**src/rtl/bus_arb_pkg.sv**
```systemverilog
package bus_arb_pkg;
  localparam int unsigned SYNC_MIN = 2;

  typedef struct packed {
    logic sample;    // one qualified sample per SCL high phase
    logic scl_fall;  // synchronised SCL high->low
    logic bus_cond;  // SDA moved while SCL stayed high
  } phase_ev_t;
endpackage

```
**src/rtl/bus_arb_sync.sv**
```systemverilog
module bus_arb_sync #(
  parameter int unsigned WIDTH   = 2,
  parameter int unsigned STAGES  = 2,
  parameter logic [WIDTH-1:0] RST_VAL = '1
) (
  input  logic             clk_i,
  input  logic             rst_ni,
  input  logic [WIDTH-1:0] d_i,
  output logic [WIDTH-1:0] q_o
);
  localparam int unsigned DEPTH =
    (STAGES < bus_arb_pkg::SYNC_MIN) ? bus_arb_pkg::SYNC_MIN : STAGES;

  logic [DEPTH-1:0][WIDTH-1:0] stage_q;

  always_ff @(posedge clk_i or negedge rst_ni) begin
    if (!rst_ni) begin
      stage_q <= {DEPTH{RST_VAL}};
    end else begin
      stage_q[0] <= d_i;
      for (int s = 1; s < DEPTH; s++) stage_q[s] <= stage_q[s-1];
    end
  end

  assign q_o = stage_q[DEPTH-1];
endmodule

```
**src/rtl/bus_arb_phase.sv**
```systemverilog
module bus_arb_phase
  import bus_arb_pkg::*;
(
  input  logic      clk_i,
  input  logic      rst_ni,
  input  logic      scl_i,
  input  logic      sda_i,
  input  logic      scl_hi_i,
  output phase_ev_t ev_o
);
  logic scl_q, sda_q, sampled_q;

  always_ff @(posedge clk_i or negedge rst_ni) begin
    if (!rst_ni) begin
      scl_q     <= 1'b1;
      sda_q     <= 1'b1;
      sampled_q <= 1'b0;
    end else begin
      scl_q <= scl_i;
      sda_q <= sda_i;
      if (!scl_i)          sampled_q <= 1'b0;
      else if (ev_o.sample) sampled_q <= 1'b1;
    end
  end

  always_comb begin
    ev_o.sample   = scl_i && scl_hi_i && !sampled_q;
    ev_o.scl_fall = scl_q && !scl_i;
    ev_o.bus_cond = scl_i && scl_q && (sda_i != sda_q);
  end
endmodule

```
**src/rtl/bus_arb_shift.sv**
```systemverilog
module bus_arb_shift #(
  parameter int unsigned DATA_W = 8
) (
  input  logic              clk_i,
  input  logic              rst_ni,
  input  logic              load_i,
  input  logic [DATA_W-1:0] data_i,
  input  logic              shift_i,
  output logic              msb_o,
  output logic              last_o
);
  localparam int unsigned CNT_W = (DATA_W > 1) ? $clog2(DATA_W) : 1;
  localparam logic [CNT_W-1:0] CNT_LAST = CNT_W'(DATA_W - 1);

  logic [DATA_W-1:0] sh_q;
  logic [CNT_W-1:0]  cnt_q;

  always_ff @(posedge clk_i or negedge rst_ni) begin
    if (!rst_ni) begin
      sh_q  <= '1;
      cnt_q <= '0;
    end else if (load_i) begin
      sh_q  <= data_i;
      cnt_q <= '0;
    end else if (shift_i) begin
      sh_q  <= {sh_q[DATA_W-2:0], 1'b1};  // refill with released level
      cnt_q <= cnt_q + 1'b1;
    end
  end

  assign msb_o  = sh_q[DATA_W-1];
  assign last_o = (cnt_q == CNT_LAST);
endmodule

```
**src/rtl/bus_arb_unit.sv**
```systemverilog
module bus_arb_unit
  import bus_arb_pkg::*;
#(
  parameter int unsigned DATA_W      = 8,
  parameter int unsigned SYNC_STAGES = 2
) (
  input  logic              clk_i,
  input  logic              rst_ni,
  input  logic              start_i,
  input  logic [DATA_W-1:0] tx_byte_i,
  input  logic              clear_i,
  input  logic              scl_i,
  input  logic              sda_i,
  input  logic              scl_hi_i,
  output logic              sda_pull_o,
  output logic              lost_o,
  output logic              byte_done_o,
  output logic              slave_rx_req_o,
  output logic              seq_err_o
);
  logic [1:0] bus_s;
  logic       scl_s, sda_s;
  phase_ev_t  ev;
  logic       msb, last;
  logic       busy_q, lost_q, err_q, done_q;
  logic       shift, lose, cond_err;

  bus_arb_sync #(
    .WIDTH  (2),
    .STAGES (SYNC_STAGES),
    .RST_VAL(2'b11)
  ) u_sync (
    .clk_i (clk_i),
    .rst_ni(rst_ni),
    .d_i   ({scl_i, sda_i}),
    .q_o   (bus_s)
  );

  assign scl_s = bus_s[1];
  assign sda_s = bus_s[0];

  bus_arb_phase u_phase (
    .clk_i   (clk_i),
    .rst_ni  (rst_ni),
    .scl_i   (scl_s),
    .sda_i   (sda_s),
    .scl_hi_i(scl_hi_i),
    .ev_o    (ev)
  );

  bus_arb_shift #(.DATA_W(DATA_W)) u_shift (
    .clk_i  (clk_i),
    .rst_ni (rst_ni),
    .load_i (start_i),
    .data_i (tx_byte_i),
    .shift_i(shift),
    .msb_o  (msb),
    .last_o (last)
  );

  assign shift    = busy_q && ev.scl_fall && !start_i;
  assign cond_err = busy_q && ev.bus_cond && !start_i;
  // released a 1 but the bus reads 0: another master owns the line
  assign lose     = busy_q && !lost_q && !err_q && ev.sample && msb && !sda_s;

  always_ff @(posedge clk_i or negedge rst_ni) begin
    if (!rst_ni) begin
      busy_q <= 1'b0;
      lost_q <= 1'b0;
      err_q  <= 1'b0;
      done_q <= 1'b0;
    end else begin
      done_q <= shift && last && !cond_err;
      if (start_i)                busy_q <= 1'b1;
      else if (cond_err)          busy_q <= 1'b0;
      else if (shift && last)     busy_q <= 1'b0;
      if (start_i || clear_i)     lost_q <= 1'b0;
      else if (lose)              lost_q <= 1'b1;
      if (start_i || clear_i)     err_q  <= 1'b0;
      else if (cond_err)          err_q  <= 1'b1;
    end
  end

  assign sda_pull_o     = busy_q && !lost_q && !err_q && !msb;
  assign lost_o         = lost_q;
  assign slave_rx_req_o = lost_q;
  assign seq_err_o      = err_q;
  assign byte_done_o    = done_q;
endmodule

```
**config.mk**
```make
export PLATFORM = sky130hd
export DESIGN_NAME = bus_arb_unit
export DESIGN_NICKNAME = d
export VERILOG_FILES = /design/src/rtl/bus_arb_pkg.sv /design/src/rtl/bus_arb_sync.sv /design/src/rtl/bus_arb_phase.sv /design/src/rtl/bus_arb_shift.sv /design/src/rtl/bus_arb_unit.sv
export SDC_FILE = /design/constraint.sdc
export NUM_CORES = 1
export LEC_CHECK = 0
export BUFFER_PORTS_ARGS = -buffer_cell sky130_fd_sc_hd__buf_2
export CORE_MARGIN = 2
export CORE_UTILIZATION = 46
export DETAILED_ROUTE_END_ITERATION = 10
export PLACE_DENSITY = 0.79
export SLEW_MARGIN = 25
export SYNTH_ARGS = -nofsm -noshare
export SYNTH_HDL_FRONTEND = slang
export SYNTH_SLANG_ARGS = --single-unit
```
**constraint.sdc**
```tcl
create_clock -name clk_i -period 1.2 [get_ports clk_i]
set_clock_uncertainty 0.05 [all_clocks]
set_input_delay 0.24 -clock clk_i [delete_from_list [all_inputs] [get_ports clk_i]]
set_output_delay 0.24 -clock clk_i [all_outputs]
set_load 0.02 [all_outputs]
```
### After elaboration in Yosys (flattened, before gate mapping)

Index checks and enable logic that the tools add are counted.
Widths: inputs -> output; s select.

* output and inout bits: 5
* bits in registers: 22

* reduce and logical (&&, ||, !) cells: 30
* $add $sub $neg: 1
* mux-type cells: 13
* eq/ne operators: 3

Operator list (number)
* $logic_and 1x1->1: 17
* $mux 8: 2
* $mux 1: 9
* $logic_not 1->1: 8
* $mux 3: 2
* $reduce_bool 2->1: 3
* $add 3x1->3 const B: 1
* $eq 3x3->1 const B: 1
* $reduce_bool 3->1: 1
* $ne 2x2->1 const B: 1
* $logic_or 1x1->1: 1
* $ne 1x1->1: 1

### Logic depth before layout (Yosys ltp)

* word-level depth: 8
* depth in mapped cells: 4
* mapped depth without buffers: 4

### Cells and area by module

A second synthesis with hierarchy kept.

* cell total of the unflattened synthesis: 79
* area total of the unflattened synthesis: 940.9 um2

By module, submodules not included
* bus_arb_shift: cells an instance 46, times used 1, area each 518.0 um2, sequential area each 285.3 um2
* bus_arb_unit: cells an instance 18, times used 1, area each 188.9 um2, sequential area each 100.1 um2
* bus_arb_sync: cells an instance 6, times used 1, area each 120.1 um2, sequential area each 105.1 um2
* bus_arb_phase: cells an instance 9, times used 1, area each 113.9 um2, sequential area each 77.6 um2

### Worst setup path after synthesis

No wires, ideal clock.

* path kind: flip-flop to output port
* start: register err_q (netlist: seq_err_o)
* end: output sda_pull_o
* setup slack: -0.175 ns
* data arrival time: 1.085 ns
* stages on the path, launching flop included: 3
* path through: dfrtp_1 -> nand2b_1 -> nor3_1

* word-level cells in the longest chain between the ends: 3

RTL lines
* from (decl): RTL line bus_arb_unit.sv:25 `logic busy_q, lost_q, err_q, done_q;`
* from (signal assigned): RTL line bus_arb_unit.sv:70 `err_q <= 1'b0;`
* from (signal assigned): RTL line bus_arb_unit.sv:79 `if (start_i || clear_i) err_q <= 1'b0;`
* from (signal assigned): RTL line bus_arb_unit.sv:80 `else if (cond_err) err_q <= 1'b1;`
* $logic_not 1->1: RTL line bus_arb_unit.sv:84 `assign sda_pull_o = busy_q && !lost_q && !err_q && !msb;`
* $logic_and 1x1->1 (2 in series): RTL line bus_arb_unit.sv:84
* to (decl): RTL line bus_arb_unit.sv:15 `output logic sda_pull_o,`

No other way between the ends.

### Final worst setup path

Ends and elaborated chain as after synthesis.

==> parameters.txt <==
Parameter                              Value

CTS
  Clk_lat worst skew    approximately 0.3 ns
  Longest Clk Path Bufs    2
  TritonCTS clock tree    built
  Clock transition time at the flip-flop clock pins of the worst setup and hold paths    around 0.11 ns
  Clock Tree Root    clkbuf_4
  H-Tree Level Count    1
  Num CTS Buffers    3
  Sinks on the clock net    22

Synthesis
  Synthesized-area fraction occupied by and/or/nand/nor cells    0.184
  Synthesized cell area    slightly above 900 µm²
  Number of warnings issued by yosys    0
  Post-Synthesis Cells    84
  Largest family of logic cells by synthesized area    simple AND/OR/NAND/NOR gates
  Sequential cell area fraction in the yosys report    0.620
  Adder and majority cell fraction of the synthesized area    0.0273
  Synthesized-area fraction occupied by ao, oa, aoi and oai cells    0.124
  Synth cell types    21
  Syn Nets    101
  Mean instance size in the synthesized netlist    10.9 µm²
  Fraction of synthesized cell area in xor and xnor cells    0.0191
  Fraction of synthesized area in multiplexers    0
  Seq cells post-synth    22

Route
  Iter 0 DRT Violations    10
  Total wirelength of the detailed-routed design    around 1600 µm
  Wire per inst    about 12 µm
  # DRC    0
  Via count    approximately 670
  Via-to-Cell Ratio    4.74
  Number of nets still failing antenna checks after routing    0
  Detailed-router iteration count before antenna repair    4

GRT
  Congestion Overflow GR    0
  GRT Total Usage    0.151
  Via count of the first global-routing pass    ~660
  Antenna violations before repair    0
  Pin count of the biggest net entering global routing    23
  Wire length of the first global-routing pass    between 2000 and 3000 µm

Finish
  Total of fill cells in the finished design    165
  Number of nets at the end of the flow    132
  Utilization of the core after routing    0.622
  Total non-filler cell area in the finished layout    about 1200 µm²
  Number of non-filler instances in the completed layout    about 140
  Ant diodes    0
  Share of post-route cells with drive strength above 1    0.474
  Synth-to-Final Area Change    30.6%

STA
  Achievable clock frequency    718 MHz
  Worst hold slack    between 0.08 and 0.09 ns
  Slew Limit Headroom    0.682
  Time the final worst path needs with I/O delays and setup    ~1.4 ns
  Final cycle utilization of the critical path    1.16
  Slew at the pin closest to its max-slew limit    approximately 0.48 ns
  Final count of pins violating max slew    0
  Unrepaired setup endpoints after global routing    true
  Final setup vio count    13
  Hold violation total from the final report    0
  Worst Slack Setup Final    -0.193 ns

Critical path
  Sequence of cells on the critical path    nand2b_4, nor3_2, buf_4
  Worst EP required    slightly above 0.9 ns
  Worst Setup Path Type    reg -> out
  Critical path endpoint category    output port
  Largest fanout on the critical path    3
  Crit path largest cell delay    slightly above 0.4 ns
  Start point of the critical path    seq_err_o
  Slack of the worst reg-to-reg path    -0.06 ns
  Worst-path cell with the longest stage delay    dfrtp_1
  Arrival time of the worst setup path    ~1.1 ns
  Reg-to-Reg Start    u_phase.scl_q
  Kind of start point of the critical path    flip-flop

Hold path
  Hold path start    tx_byte_i[0]
  Worst hold path class    in -> reg

Placed design
  Count of placed standard cells including taps    131
  Weighted congestion reported at the end of routability-driven placement    0.758
  Number of port buffers    19
  Detailed Place HPWL    about 1100 µm
  Instance area after placement    approximately 1100 µm²

Floorplanning
  Area enclosed by the die boundary    2360 µm²
  Initial cell density of the core    0.477
  Vertical extent of the die    between 40 and 50 µm
  Floorplan Core Area    slightly below 2000 µm²
  Std-Cell Rows    16
  Number of top-level pins    20
  Chip Width    ~49 µm

Power
  Net switching power figure    0.339 mW
  Power density of the placed cells    between 1000 and 1500 nW/µm²
  Sequential share of power    0.590
  Static leakage    roughly 0.55 nW
  Overall power after layout    roughly 1.4 mW
  Clock group share of total power    0.274
  Net switching share of the total power    0.235
  Combinational share of power    0.136
  Worst supply voltage drop on vdd    approximately 0.00090 V
  Internal Pwr Total    1.10 mW

Outcome
  Violations in the final reports    negative setup slack
  Status    finished with violations

Job
  Max-cap violations    0
state kept, by name, summed over array words and instances, names as in the netlist:
signal             flops
busy_q                 1
u_shift.sh_q           8
u_sync.stage_q         2
seq_err_o              1
u_phase.sda_q          1
u_shift.cnt_q          3
lost_o                 1
u_sync.q_o             2
u_phase.sampled_q      1
u_phase.scl_q          1
byte_done_o            1
area by class of cell:
cell class / count / area [µm²] / area share
multi-input combinational: 58 / 364 / 0.304
clock buffer: 4 / 36.3 / 0.0303
tap: 27 / 33.8 / 0.0282
timing repair buffer: 30 / 194 / 0.162
sequential: 22 / 568 / 0.475
power by group through the flow:
stage	Combinational [mW]	Clock (mW)	Sequential, mW
after floorplan	0.103	0	0.859
after global placement	0.170	0	0.861
after detailed placement	0.175	0	0.862
after CTS	0.193	0.412	0.851
after global routing	0.222	0.445	0.857
final	0.196	0.394	0.851
layout by cell type (no fill, tap or decap), drive strengths merged, types with 2 or more instances in the layout:
cell	Yosys	layout
buf	2	27
a21oi	16	16
nand2	14	14
dfstp	14	14
dfrtp	8	8
nor2b	7	7
clkbuf	2	4
nor2	3	3
dlygate4sd3	0	3
nand3b	2	2
o21a	2	2
ha	2	2
nor3	2	2
o21ai	2	2
through the flow:
| step | TNS (ns) | worst slack (ns) |
|---|---|---|
| 4_1_cts | -0.581 | -0.217 |
| 3_5_place_dp | -1.45 | -0.155 |
| 5_1_grt | -1.69 | -0.273 |
| 3_3_place_gp | -1.09 | -0.124 |
| 2_1_floorplan | -0.00946 | -0.00946 |
| 6_report | -0.654 | -0.193 |
critical path, delay by kind of cell (launching register included):
kind | cells | cell delay, ns
and+or+nand+nor | 2 | 0.24
DFF | 1 | 0.41
buffers and inverters | 1 | 0.16
Yosys cell counts, drive strengths merged:
master / number / area share
a21oi: 16 / 0.087
dfstp: 14 / 0.40
nand2: 14 / 0.057
dfrtp: 8 / 0.22
nor2b: 7 / 0.048
nor2: 3 / 0.012
buf: 2 / 0.016
clkbuf: 2 / 0.0082
ha: 2 / 0.027
nand3b: 2 / 0.016
nor3: 2 / 0.011
o21a: 2 / 0.016
o21ai: 2 / 0.011
a31o: 1 / 0.0096
and3b: 1 / 0.0096
nand2b: 1 / 0.0068
nand3: 1 / 0.0055
nand4b: 1 / 0.0096
nor3b: 1 / 0.0082
xnor2: 1 / 0.0096
xor2: 1 / 0.0096
cells by family (layout without fill, tap and decap cells):
| group | after synthesis | count (layout) |
|---|---|---|
| AND/OR/NAND/NOR | 33 | 33 |
| flip-flops | 22 | 22 |
| AO/OA/AOI/OAI | 21 | 21 |
| buffers and inverters | 4 | 34 |
| adder cells (fa/ha/maj) | 2 | 2 |
| XOR/XNOR | 2 | 2 |
metal layers:
metal / wire length [µm] / track usage / part of all wire
met1: 752 / 0.186 / 0.46
met2: 840 / 0.263 / 0.51
met3: 55 / 0.0278 / 0.033
met4: 0 / 0.0571 / 0
met5: 0 / 0 / 0
repair_timing:
item,4_1_cts,5_1_grt
hold buffers,3,0
buffers inserted,1,2
pin swaps,7,0
resized for setup,5,5
cloned,0,0
endpoints found under the setup margin,13,18
hold endpoints to repair,10,0
path summary, 6_finish.rpt:
kind,end,cells after the start
worst max-delay path,sda_pull_o,3
worst min-delay path,u_shift.sh_q[0],3
worst max register to register,u_shift.sh_q[3],3
worst min register to register,u_sync.q_o[0],0
max in group asynchronous,u_shift.sh_q[1],2
min in group asynchronous,u_phase.sampled_q,2
No activity file was read; power rests on OpenSTA's default activity.
